File: config.mk
export PLATFORM = sky130hd
export DESIGN_NAME = uart_rx_status
export DESIGN_NICKNAME = d
export VERILOG_FILES = /design/src/rtl/uart_rx_pkg.sv /design/src/rtl/uart_rx_brkdet.sv /design/src/rtl/uart_rx_fifo.sv /design/src/rtl/uart_rx_lsr.sv /design/src/rtl/uart_rx_status.sv
export SDC_FILE = /design/constraint.sdc
export NUM_CORES = 1
export LEC_CHECK = 0
export ABC_AREA = 1
export BUFFER_PORTS_ARGS = -buffer_cell sky130_fd_sc_hd__buf_2
export CAP_MARGIN = 20
export CORE_MARGIN = 5
export CORE_UTILIZATION = 55
export DETAILED_ROUTE_END_ITERATION = 16
export PLACE_DENSITY = 0.78
export SLEW_MARGIN = 10
export SYNTH_ARGS = -nofsm -noshare
export SYNTH_HDL_FRONTEND = slang
export SYNTH_SLANG_ARGS = --single-unit
File: constraint.sdc
create_clock -name clk -period 1.78 [get_ports clk]
set_input_delay 0.267 -clock clk [delete_from_list [all_inputs] [get_ports clk]]
set_output_delay 0.267 -clock clk [all_outputs]
set_load 0.01 [all_outputs]
File: src/rtl/uart_rx_pkg.sv
package uart_rx_pkg;

    localparam int RX_DATA_W = 8;

    localparam int LSR_BI = 3;
    localparam int LSR_FE = 4;
    localparam int LSR_PE = 5;
    localparam int LSR_OE = 6;
    localparam int LSR_DR = 7;

    typedef struct packed {
        logic                 brk;
        logic                 ferr;
        logic                 perr;
        logic [RX_DATA_W-1:0] data;
    } rx_entry_t;

    typedef enum logic [1:0] {
        BRK_IDLE  = 2'd0,
        BRK_COUNT = 2'd1,
        BRK_HELD  = 2'd2
    } brk_state_t;

    typedef enum logic [1:0] {
        HEAD_EMPTY = 2'd0,
        HEAD_SHOWN = 2'd1,
        HEAD_ACKED = 2'd2
    } head_state_t;

endpackage

File: src/rtl/uart_rx_brkdet.sv
module uart_rx_brkdet #(
    parameter int FRAME_W = 4
) (
    input  logic               clk,
    input  logic               rst_n,
    input  logic               line_in,
    input  logic               bit_tick,
    input  logic [FRAME_W-1:0] frame_bits,
    output logic               brk_pulse
);
    import uart_rx_pkg::*;

    brk_state_t         st_q, st_d;
    logic [FRAME_W-1:0] cnt_q, cnt_d;

    // state register
    always_ff @(posedge clk) begin
        if (!rst_n) begin
            st_q  <= BRK_IDLE;
            cnt_q <= '0;
        end else begin
            st_q  <= st_d;
            cnt_q <= cnt_d;
        end
    end

    // next state: low time counted in bit ticks
    always_comb begin
        st_d  = st_q;
        cnt_d = cnt_q;
        unique case (st_q)
            BRK_IDLE: begin
                if (!line_in) begin
                    st_d  = BRK_COUNT;
                    cnt_d = FRAME_W'(bit_tick);
                end
            end
            BRK_COUNT: begin
                if (line_in) begin
                    st_d = BRK_IDLE;
                end else if (bit_tick) begin
                    if (cnt_q == frame_bits) st_d = BRK_HELD;
                    else                     cnt_d = cnt_q + 1'b1;
                end
            end
            BRK_HELD: begin
                if (line_in) st_d = BRK_IDLE;
            end
            default: st_d = BRK_IDLE;
        endcase
    end

    // outputs: one pulse on the tick that exceeds the frame
    always_comb begin
        brk_pulse = (st_q == BRK_COUNT) && !line_in && bit_tick
                    && (cnt_q == frame_bits);
    end

endmodule

File: src/rtl/uart_rx_fifo.sv
module uart_rx_fifo #(
    parameter int DEPTH = 16
) (
    input  logic                  clk,
    input  logic                  rst_n,
    input  logic                  push,
    input  uart_rx_pkg::rx_entry_t wr_entry,
    input  logic                  pop,
    output uart_rx_pkg::rx_entry_t head,
    output logic                  empty,
    output logic                  full,
    output logic                  single
);
    import uart_rx_pkg::*;

    localparam int AW = (DEPTH > 1) ? $clog2(DEPTH) : 1;
    localparam logic [AW:0]   CNT_MAX = (AW+1)'(DEPTH);
    localparam logic [AW-1:0] PTR_MAX = AW'(DEPTH - 1);

    rx_entry_t     mem [DEPTH];
    logic [AW-1:0] wr_ptr, rd_ptr;
    logic [AW:0]   count;

    function automatic logic [AW-1:0] ptr_inc(input logic [AW-1:0] p);
        return (p == PTR_MAX) ? '0 : p + 1'b1;
    endfunction

    always_ff @(posedge clk) begin
        if (push) mem[wr_ptr] <= wr_entry;
    end

    always_ff @(posedge clk) begin
        if (!rst_n) begin
            wr_ptr <= '0;
            rd_ptr <= '0;
            count  <= '0;
        end else begin
            if (push) wr_ptr <= ptr_inc(wr_ptr);
            if (pop)  rd_ptr <= ptr_inc(rd_ptr);
            unique case ({push, pop})
                2'b10:   count <= count + 1'b1;
                2'b01:   count <= count - 1'b1;
                default: count <= count;
            endcase
        end
    end

    assign head   = mem[rd_ptr];
    assign empty  = (count == '0);
    assign full   = (count == CNT_MAX);
    assign single = (count == (AW+1)'(1));

endmodule

File: src/rtl/uart_rx_lsr.sv
module uart_rx_lsr (
    input  logic                   clk,
    input  logic                   rst_n,
    input  logic                   head_change,
    input  logic                   go_empty,
    input  logic                   rd_acc,
    input  logic                   ovr_evt,
    input  logic                   ie_rls,
    input  logic                   not_empty,
    input  uart_rx_pkg::rx_entry_t head,
    output logic [7:0]             lsr,
    output logic                   irq_rls
);
    import uart_rx_pkg::*;

    head_state_t hs_q, hs_d;
    logic        oe_q;

    // state register and overrun flag (new event beats the clear)
    always_ff @(posedge clk) begin
        if (!rst_n) begin
            hs_q <= HEAD_EMPTY;
            oe_q <= 1'b0;
        end else begin
            hs_q <= hs_d;
            if (ovr_evt)     oe_q <= 1'b1;
            else if (rd_acc) oe_q <= 1'b0;
        end
    end

    // next state: a new head always wins over an acknowledge
    always_comb begin
        hs_d = hs_q;
        unique case (hs_q)
            HEAD_EMPTY: begin
                if (head_change) hs_d = HEAD_SHOWN;
            end
            HEAD_SHOWN: begin
                if (head_change)   hs_d = HEAD_SHOWN;
                else if (go_empty) hs_d = HEAD_EMPTY;
                else if (rd_acc)   hs_d = HEAD_ACKED;
            end
            HEAD_ACKED: begin
                if (head_change)   hs_d = HEAD_SHOWN;
                else if (go_empty) hs_d = HEAD_EMPTY;
            end
            default: hs_d = HEAD_EMPTY;
        endcase
    end

    // outputs
    always_comb begin
        logic show;
        show        = (hs_q == HEAD_SHOWN);
        lsr         = '0;
        lsr[LSR_BI] = show & head.brk;
        lsr[LSR_FE] = show & head.ferr;
        lsr[LSR_PE] = show & head.perr;
        lsr[LSR_OE] = oe_q;
        lsr[LSR_DR] = not_empty;
        irq_rls     = ie_rls & (|lsr[LSR_OE:LSR_BI]);
    end

endmodule

File: src/rtl/uart_rx_status.sv
module uart_rx_status #(
    parameter int FIFO_DEPTH = 16,
    parameter int FRAME_W    = 4
) (
    input  logic                              clk,
    input  logic                              rst_n,
    input  logic                              char_done,
    input  logic [uart_rx_pkg::RX_DATA_W-1:0] char_data,
    input  logic                              char_ferr,
    input  logic                              char_perr,
    input  logic                              line_in,
    input  logic                              bit_tick,
    input  logic [FRAME_W-1:0]                frame_bits,
    input  logic                              rbr_pop,
    input  logic                              lsr_rd,
    input  logic                              lsr_wr,
    input  logic                              ie_rls,
    output logic [uart_rx_pkg::RX_DATA_W-1:0] rx_data,
    output logic [7:0]                        lsr,
    output logic                              irq_rls
);
    import uart_rx_pkg::*;

    logic      fifo_empty, fifo_full, fifo_single;
    logic      brk_pulse, brk_pend;
    logic      do_push, do_pop, ovr_evt, head_change, go_empty;
    logic      lsr_wr_unused;
    rx_entry_t new_entry, head_entry;

    // status writes are accepted and dropped
    assign lsr_wr_unused = lsr_wr;

    assign do_push     = char_done & ~fifo_full;
    assign ovr_evt     = char_done &  fifo_full;
    assign do_pop      = rbr_pop   & ~fifo_empty;
    assign head_change = (do_push & fifo_empty) | (do_pop & (~fifo_single | do_push));
    assign go_empty    = do_pop & fifo_single & ~do_push;

    always_comb begin
        new_entry.brk  = brk_pulse | brk_pend;
        new_entry.ferr = char_ferr;
        new_entry.perr = char_perr;
        new_entry.data = char_data;
    end

    // a detected break waits for the next stored character
    always_ff @(posedge clk) begin
        if (!rst_n)         brk_pend <= 1'b0;
        else if (do_push)   brk_pend <= 1'b0;
        else if (brk_pulse) brk_pend <= 1'b1;
    end

    uart_rx_brkdet #(.FRAME_W(FRAME_W)) u_brkdet (
        .clk        (clk),
        .rst_n      (rst_n),
        .line_in    (line_in),
        .bit_tick   (bit_tick),
        .frame_bits (frame_bits),
        .brk_pulse  (brk_pulse)
    );

    uart_rx_fifo #(.DEPTH(FIFO_DEPTH)) u_fifo (
        .clk      (clk),
        .rst_n    (rst_n),
        .push     (do_push),
        .wr_entry (new_entry),
        .pop      (do_pop),
        .head     (head_entry),
        .empty    (fifo_empty),
        .full     (fifo_full),
        .single   (fifo_single)
    );

    uart_rx_lsr u_lsr (
        .clk         (clk),
        .rst_n       (rst_n),
        .head_change (head_change),
        .go_empty    (go_empty),
        .rd_acc      (lsr_rd),
        .ovr_evt     (ovr_evt),
        .ie_rls      (ie_rls),
        .not_empty   (~fifo_empty),
        .head        (head_entry),
        .lsr         (lsr),
        .irq_rls     (irq_rls)
    );

    assign rx_data = head_entry.data;

endmodule

==> metrics.txt, run 1 <==
outcome=finished with violations; failing checks=setup timing; Final period util=1.35; worst path required time=1.51 ns; crit-path cells=buf_12, inv_16, buf_16, o21ai_0, o221ai_1, nand3_1, nand2_1, buf_2; Slew Viols, Final=0; RSZ-0062 raised after global routing=yes; antenna violations before repair=0; Mapped Cells=751; most frequent cells in the layout=edfxtp_1, nand2_1, nor2_1; DRC Markers=0; multi-input logic area=2410 sq um; H-tree depth=1; Non-Filler Instances=1069; Worst setup SP type=register; critical path class=register to output pin; fin util=0.688; Clock Latency Late Sink=0.51 ns; number of synthesized register bits=203; clk slew on worst S/H paths=0.06 ns; Worst Hold Depth=3; number of global-route vias before repair=6287; Critical Path Max Stage Delay=0.46 ns; Sw Share=0.331; gp weighted congestion=0.896; final setup margin=-0.623 ns; peak supply drop=0.000905 V; worst reg2reg path depth=8; # rows=45; P per Cell Area=1380 nW/um^2; drt total wl=22800 um; Ys Warns=0; post-layout min period=2.40 ns; DIE WIDTH=135 um; biggest area consumer among synthesized cells=edfxtp_1; Syn Std Cell Area=8560 sq um; sequential share of power=0.389; DR iter-0 viols=760; P_sw=4.80 mW; Yosys top cell area share=0.617; WL/cell=21.3 um; Crit. End Element=output pin; global-route wire length before repair=33400 um; Crit-path slowest cell=dfxtp_4; Worst R2R Setup Slack=0.05 ns; fmax=0.416 GHz; Ports=40; worst hold endpoint=u_lsr.hs_q[1]; Nets=879; clock tree sinks=203; clk root buf=clkbuf_16; sequential area share after synthesis=0.680; worst hold path type=primary input to register; Int Power=9.72 mW; worst-case clock buffer depth=3; commonest non-fill, non-tap cell in the layout=edfxtp_1; port buffer count=35; FF-to-FF Start=u_fifo.count[0]; Core Footprint=15300 sq um; layout cells sized above 1=0.235; maxcap violations=0; FF/Latch Area=5840 sq um; hold path startpoint=lsr_rd; r2r endpoint=u_fifo.mem[5][7]; initial core utilization=0.561; placed cell count=1010; die height=135 um; Fin Setup TNS=-5.51 ns; # setup viols final=12; full die area=18200 sq um; crit path DAT=2.14 ns; Synth area leaders=edfxtp_1, dfxtp_1, o21ai_0; CTS Buf Count=21; post-synthesis average cell area=11.4 sq um; DP HPWL=12500 um; Tot GR Track Use=0.235; Worst Path Max Fanout=16; Clock power frac=0.279; TritonCTS clock tree=yes; Antenna Nets Post-Route=0; post-synth cell types=33; combinational power share=0.333; Tot Pwr=14.5 mW; Initial DRT Pass Iterations=5; Fin Clk Skew=0.0168 ns; global route overflow=0; total number of vias=6472; Syn-to-layout area delta=22.5%; fill count=940; CTS Hold Buffers Added=0; via/cell ratio=6.05; leakage=3.97 nW; largest net degree at the start of global routing=31; Final Hold Viols=0; n_diodes=0
-- how the worst max path moves through the flow --
stage,cells past startpoint,start,slack [ns],end
finish,8,register,-0.62,rx_data[1]
detailed placement,8,u_fifo.count[0],-0.11,u_fifo.mem[13][6]
CTS,12,register,-0.44,irq_rls
global route,8,register,-0.68,rx_data[1]
global placement,8,u_fifo.count[0],-0.04,u_fifo.mem[13][6]
floorplan,7,u_fifo.count[0],-0.12,u_fifo.mem[11][0]
-- metal layers --
| layer | vias to the layer above | wire, um | GRT usage |
|---|---|---|---|
| met1 | 3064 | 8030 | 0.305 |
| met4 | 0 | 1010 | 0.0990 |
| li1 | 2833 | - | - |
| met5 | - | 0 | 0 |
| met3 | 100 | 2430 | 0.0455 |
| met2 | 475 | 11300 | 0.392 |
-- critical path, delay by kind of cell (launching register included) --
family                 cells  cell delay [ns]
DFF                        1             0.46
and+or+nand+nor            2             0.19
AOI/OAI and AO/OA          2             0.48
buffers and inverters      4             0.50
-- metrics by stage --
step | worst slack (ns) | hold WS (ns) | cell area, sq um
finish | -0.623 | 0.0575 | 10500
global route | -0.675 | 0.0601 | 10500
CTS | -0.445 | 0.0491 | 10100
detailed placement | -0.114 | 0.453 | 9180
global placement | -0.0392 | 0.443 | 9180
floorplan | -0.121 | 0.366 | 8570
-- state kept, by name, indices dropped and copies added, names as in the netlist, named ones only --
name	cells
brk_pend	1
u_fifo.mem	176
u_lsr.hs_q	2
u_fifo.wr_ptr	4
u_fifo.count	5
u_fifo.rd_ptr	4
u_lsr.oe_q	1
u_brkdet.cnt_q	4
u_brkdet.st_q	2
-- power groups by stage --
stage	clock network [mW]	logic, mW	registers (mW)
2_1_floorplan	0	2.48	5.61
3_3_place_gp	0	3.24	5.65
3_5_place_dp	0	3.42	5.67
4_1_cts	4.04	4.08	5.60
5_1_grt	4.28	5.16	5.67
6_report	4.05	4.83	5.65
-- Yosys cell counts (all sizes together) --
cell type    n
nand4        7
nand3       51
o21ai       83
nor2       105
nand2      107
or2          1
a21oi       18
o22ai        8
o221ai      24
clkbuf      13
ha          11
nor3         5
inv         65
xor2         8
edfxtp     176
conb         1
dfxtp       27
o211ai       9
buf         27
xnor2        1
clkinv       2
a211oi       1
a31oi        1
-- kinds of logic after synthesis --
| logic type | Yosys count | synth area share |
|---|---|---|
| flops | 203 | 0.680 |
| buf+inv | 107 | 0.0605 |
| simple gates | 276 | 0.134 |
| compound gates | 144 | 0.0994 |
| other cells | 1 | 0.000438 |
| xor+xnor | 9 | 0.00921 |
| fa+ha+maj | 11 | 0.0161 |
-- what timing repair did --
| action | CTS | global route |
|---|---|---|
| setup endpoints to repair | 154 | 189 |
| gates cloned | 7 | 5 |
| buffers inserted | 4 | 7 |
| endpoints found under the hold margin | 0 | 0 |
| resized for setup | 50 | 81 |
| pin swaps | 7 | 33 |
-- final cells by class --
| type | count | area share |
|---|---|---|
| repair inverters | 2 | 0.00298 |
| flip-flops and latches | 203 | 0.556 |
| repair buffers | 107 | 0.0997 |
| clock buffers | 29 | 0.0558 |
| well taps | 211 | 0.0252 |
| multi-input cells | 443 | 0.230 |
| inverters | 67 | 0.0266 |
| clock inverters | 7 | 0.00334 |
Power figures use the tool's default switching activity.
==> inputs of run 2 (changes only) <==
Settings changed: ABC_AREA 1 to 0, PLACE_DENSITY 0.78 to 0.79.
==> metrics.txt, run 2 <==
critical path class=register to output pin; met2 routed WL=10100 um (-10%); maxcap violations=0 (unchanged); Slew Viols, Final=0 (unchanged); metal3 WL=1290 um (-47%); global route overflow=0 (unchanged); Crit-path slowest cell=mux4_2; biggest area consumer among synthesized cells=edfxtp_1; final setup margin=-0.954 ns (-0.331 ns); hold_ws=0.0169 ns (-0.0406 ns); Worst Path Max Fanout=5 (-11); Nets=608 (-31%); crit-path cells=buf_12, mux4_2, mux2_4, a22o_1, o41a_1, buf_2; clock tree sinks=203 (unchanged); largest net degree at the start of global routing=19 (-39%); Post-Route M1 WL=6780 um (-16%); TritonCTS clock tree=yes; global-route wire length before repair=28500 um (-15%); Post-DP Area=9380 sq um (+2.2%); relative slew slack=0.618; crit path DAT=2.47 ns (+0.33 ns); Worst Hold Depth=3 (unchanged); layout cells sized above 1=0.433 (+0.198); Non-Filler Instances=770 (-28%); Crit. End Element=output pin; Top reg by flops=u_fifo.mem; RSZ-0062 raised after global routing=yes; sequential area share after synthesis=0.718 (+0.0375); Critical Path Max Stage Delay=0.50 ns (+0.04 ns); fill count=826 (-12%); fin util=0.732 (+0.0447); # setup viols final=180 (+168); initial core utilization=0.560 (-0.000723); Sw Share=0.255 (-0.0761); CTS Buf Count=21 (unchanged); Clock power frac=0.301 (+0.022); die height=131 um (-2.5%); most numerous cell in the Yosys netlist=edfxtp_1; total number of vias=4640 (-28%); Synth area leaders=edfxtp_1, mux4_2, dfxtp_1; Post-synth top flop=edfxtp_1; Syn-to-layout area delta=30.7%; post-synth cell types=48 (+45%); Final period util=1.54 (+0.186); Buf+Inv Stages, Crit Path=2 (-2); Core Footprint=14500 sq um (-5.1%); worst reg2reg path depth=11 (+3); clk slew on worst S/H paths=0.06 ns (about the same); WL/cell=24.6 um (+15%); worst-case clock buffer depth=3 (unchanged); Fin Clk Skew=0.0224 ns (+0.00561 ns); EDFF count, synth=176 (unchanged); family with the most delay on the worst path=multiplexers; port buffer count=35 (unchanged); Synth top cells by count=edfxtp_1, mux4_2, nor2_1; H-tree depth=1 (unchanged); CTS Hold Buffers Added=0 (unchanged); Initial DRT Pass Iterations=7 (+2); CP Depth=6 (-2); placed cell count=700 (-31%); worst hold path type=primary input to register; most frequent cells in the layout=edfxtp_1, mux4_2, buf_4; worst path required time=1.51 ns (about the same); commonest non-fill, non-tap cell in the layout=edfxtp_1; DIE WIDTH=131 um (-2.5%); Least-Margin Pin Slew=0.570 ns; Tot GR Track Use=0.214 (-0.0216); DP HPWL=10800 um (-13%); failing checks=setup timing; leakage=3.59 nW (-9.6%); Yosys top cell area share=0.651 (+0.0341); via/cell ratio=6.03 (-0.47%); number of synthesized register bits=203 (unchanged); DRC Markers=0 (unchanged); sequential share of power=0.425 (+0.036); DR iter-0 viols=330 (-57%); drt total wl=18900 um (-17%); Clock Latency Late Sink=0.50 ns (about the same); Antenna Nets Post-Route=0 (unchanged); n_diodes=0 (unchanged); peak supply drop=0.000806 V (-11%); post-layout min period=2.73 ns (+0.331 ns); biggest regs=u_fifo.mem: 176 flops, u_fifo.count: 5 flops; max reg flops=176 (unchanged); Worst setup SP type=register; clk root buf=clkbuf_16; # rows=44 (-2.2%); fmax=0.366 GHz (-12%); P per Cell Area=1210 nW/um^2 (-13%); gp weighted congestion=0.842 (-6.0%); Ys Warns=0 (unchanged); Mapped Cells=438 (-42%); combinational power share=0.274 (-0.059); Ports=40 (unchanged); full die area=17300 sq um (-4.8%); ys async rst share=0 (unchanged); final instance area=10600 sq um (+1.1%); Top Metal Used=met4; post-synthesis average cell area=18.5 sq um (+62%); P_sw=3.26 mW (-32%); number of global-route vias before repair=4979 (-21%); Syn Std Cell Area=8120 sq um (-5.2%); Final Hold Viols=0 (unchanged); antenna violations before repair=0 (unchanged); outcome=finished with violations; Int Power=9.55 mW (-1.8%)
-- run 2: cell types whose count changed in the layout (fill, tap and decap cells not counted), sizes merged, moves of 43 or more --
cell   previous run  this run
inv              67        11
mux4              0        50
nand2           107        21
nand3            51         8
nor2            105        30
o21ai            83         3
-- run 2: tightest hold or removal path, stage by stage --
cell	delay [ns]
buf_2	0.12
nand2_1	0.05
a21oi_1	0.03
-- run 2: area by class of cell --
cell class / count / area, sq um / area share
clock buffers: 27 / 548 / 0.0517
clock inverters: 8 / 47.5 / 0.00448
inverters: 10 / 40.0 / 0.00378
multi-input cells: 207 / 2470 / 0.233
flip-flops and latches: 203 / 5830 / 0.550
well taps: 184 / 230 / 0.0217
repair buffers: 131 / 1430 / 0.135
-- run 2: routing by layer --
layer,vias to the layer above,global-route usage
met4,0,0.0720
met3,52,0.0375
met1,2392,0.259
met5,-,0
met2,165,0.388
li1,2031,-
-- run 2: what timing repair did --
item                       CTS  global route
setup buffers               24            16
pin swaps                   10            16
cloned                       5             2
resized for setup           49            35
setup endpoints to repair  180           205
-- run 2: stage by stage --
stage / setup TNS [ns] / worst slack (ns) / power [mW]
4_1_cts: -37.02 / -0.971 / 12.6
3_5_place_dp: -18.13 / -0.442 / 8.27
3_3_place_gp: -14.21 / -0.409 / 8.16
5_1_grt: -41.66 / -0.996 / 13.3
2_1_floorplan: -10.90 / -0.315 / 7.27
6_report: -28.47 / -0.954 / 12.8
-- run 2: logic make-up after synthesis --
logic type	after synthesis	share of synthesized area
flops	203	0.718
simple gates	84	0.0489
mux	61	0.155
compound gates	36	0.0293
buf+inv	30	0.0187
xor+xnor	12	0.0130
fa+ha+maj	11	0.0170
other cells	1	0.000462
-- run 2: final timing paths --
kind | startpoint | endpoint | slack (ns)
setup reg to reg | u_fifo.count[1] | u_fifo.count[3] | -0.27
hold reg to reg | u_fifo.wr_ptr[1] | u_fifo.wr_ptr[1] | 0.52
hold / removal | rst_n | u_brkdet.st_q[0] | 0.02
setup / recovery | register | irq_rls | -0.95
-- run 2: power by group through the flow --
stage / registers, mW / clock network [mW] / logic (mW)
floorplan: 5.51 / 0 / 1.76
CTS: 5.42 / 3.91 / 3.26
global placement: 5.50 / 0 / 2.65
finish: 5.44 / 3.86 / 3.51
detailed placement: 5.52 / 0 / 2.75
global route: 5.45 / 4.15 / 3.72
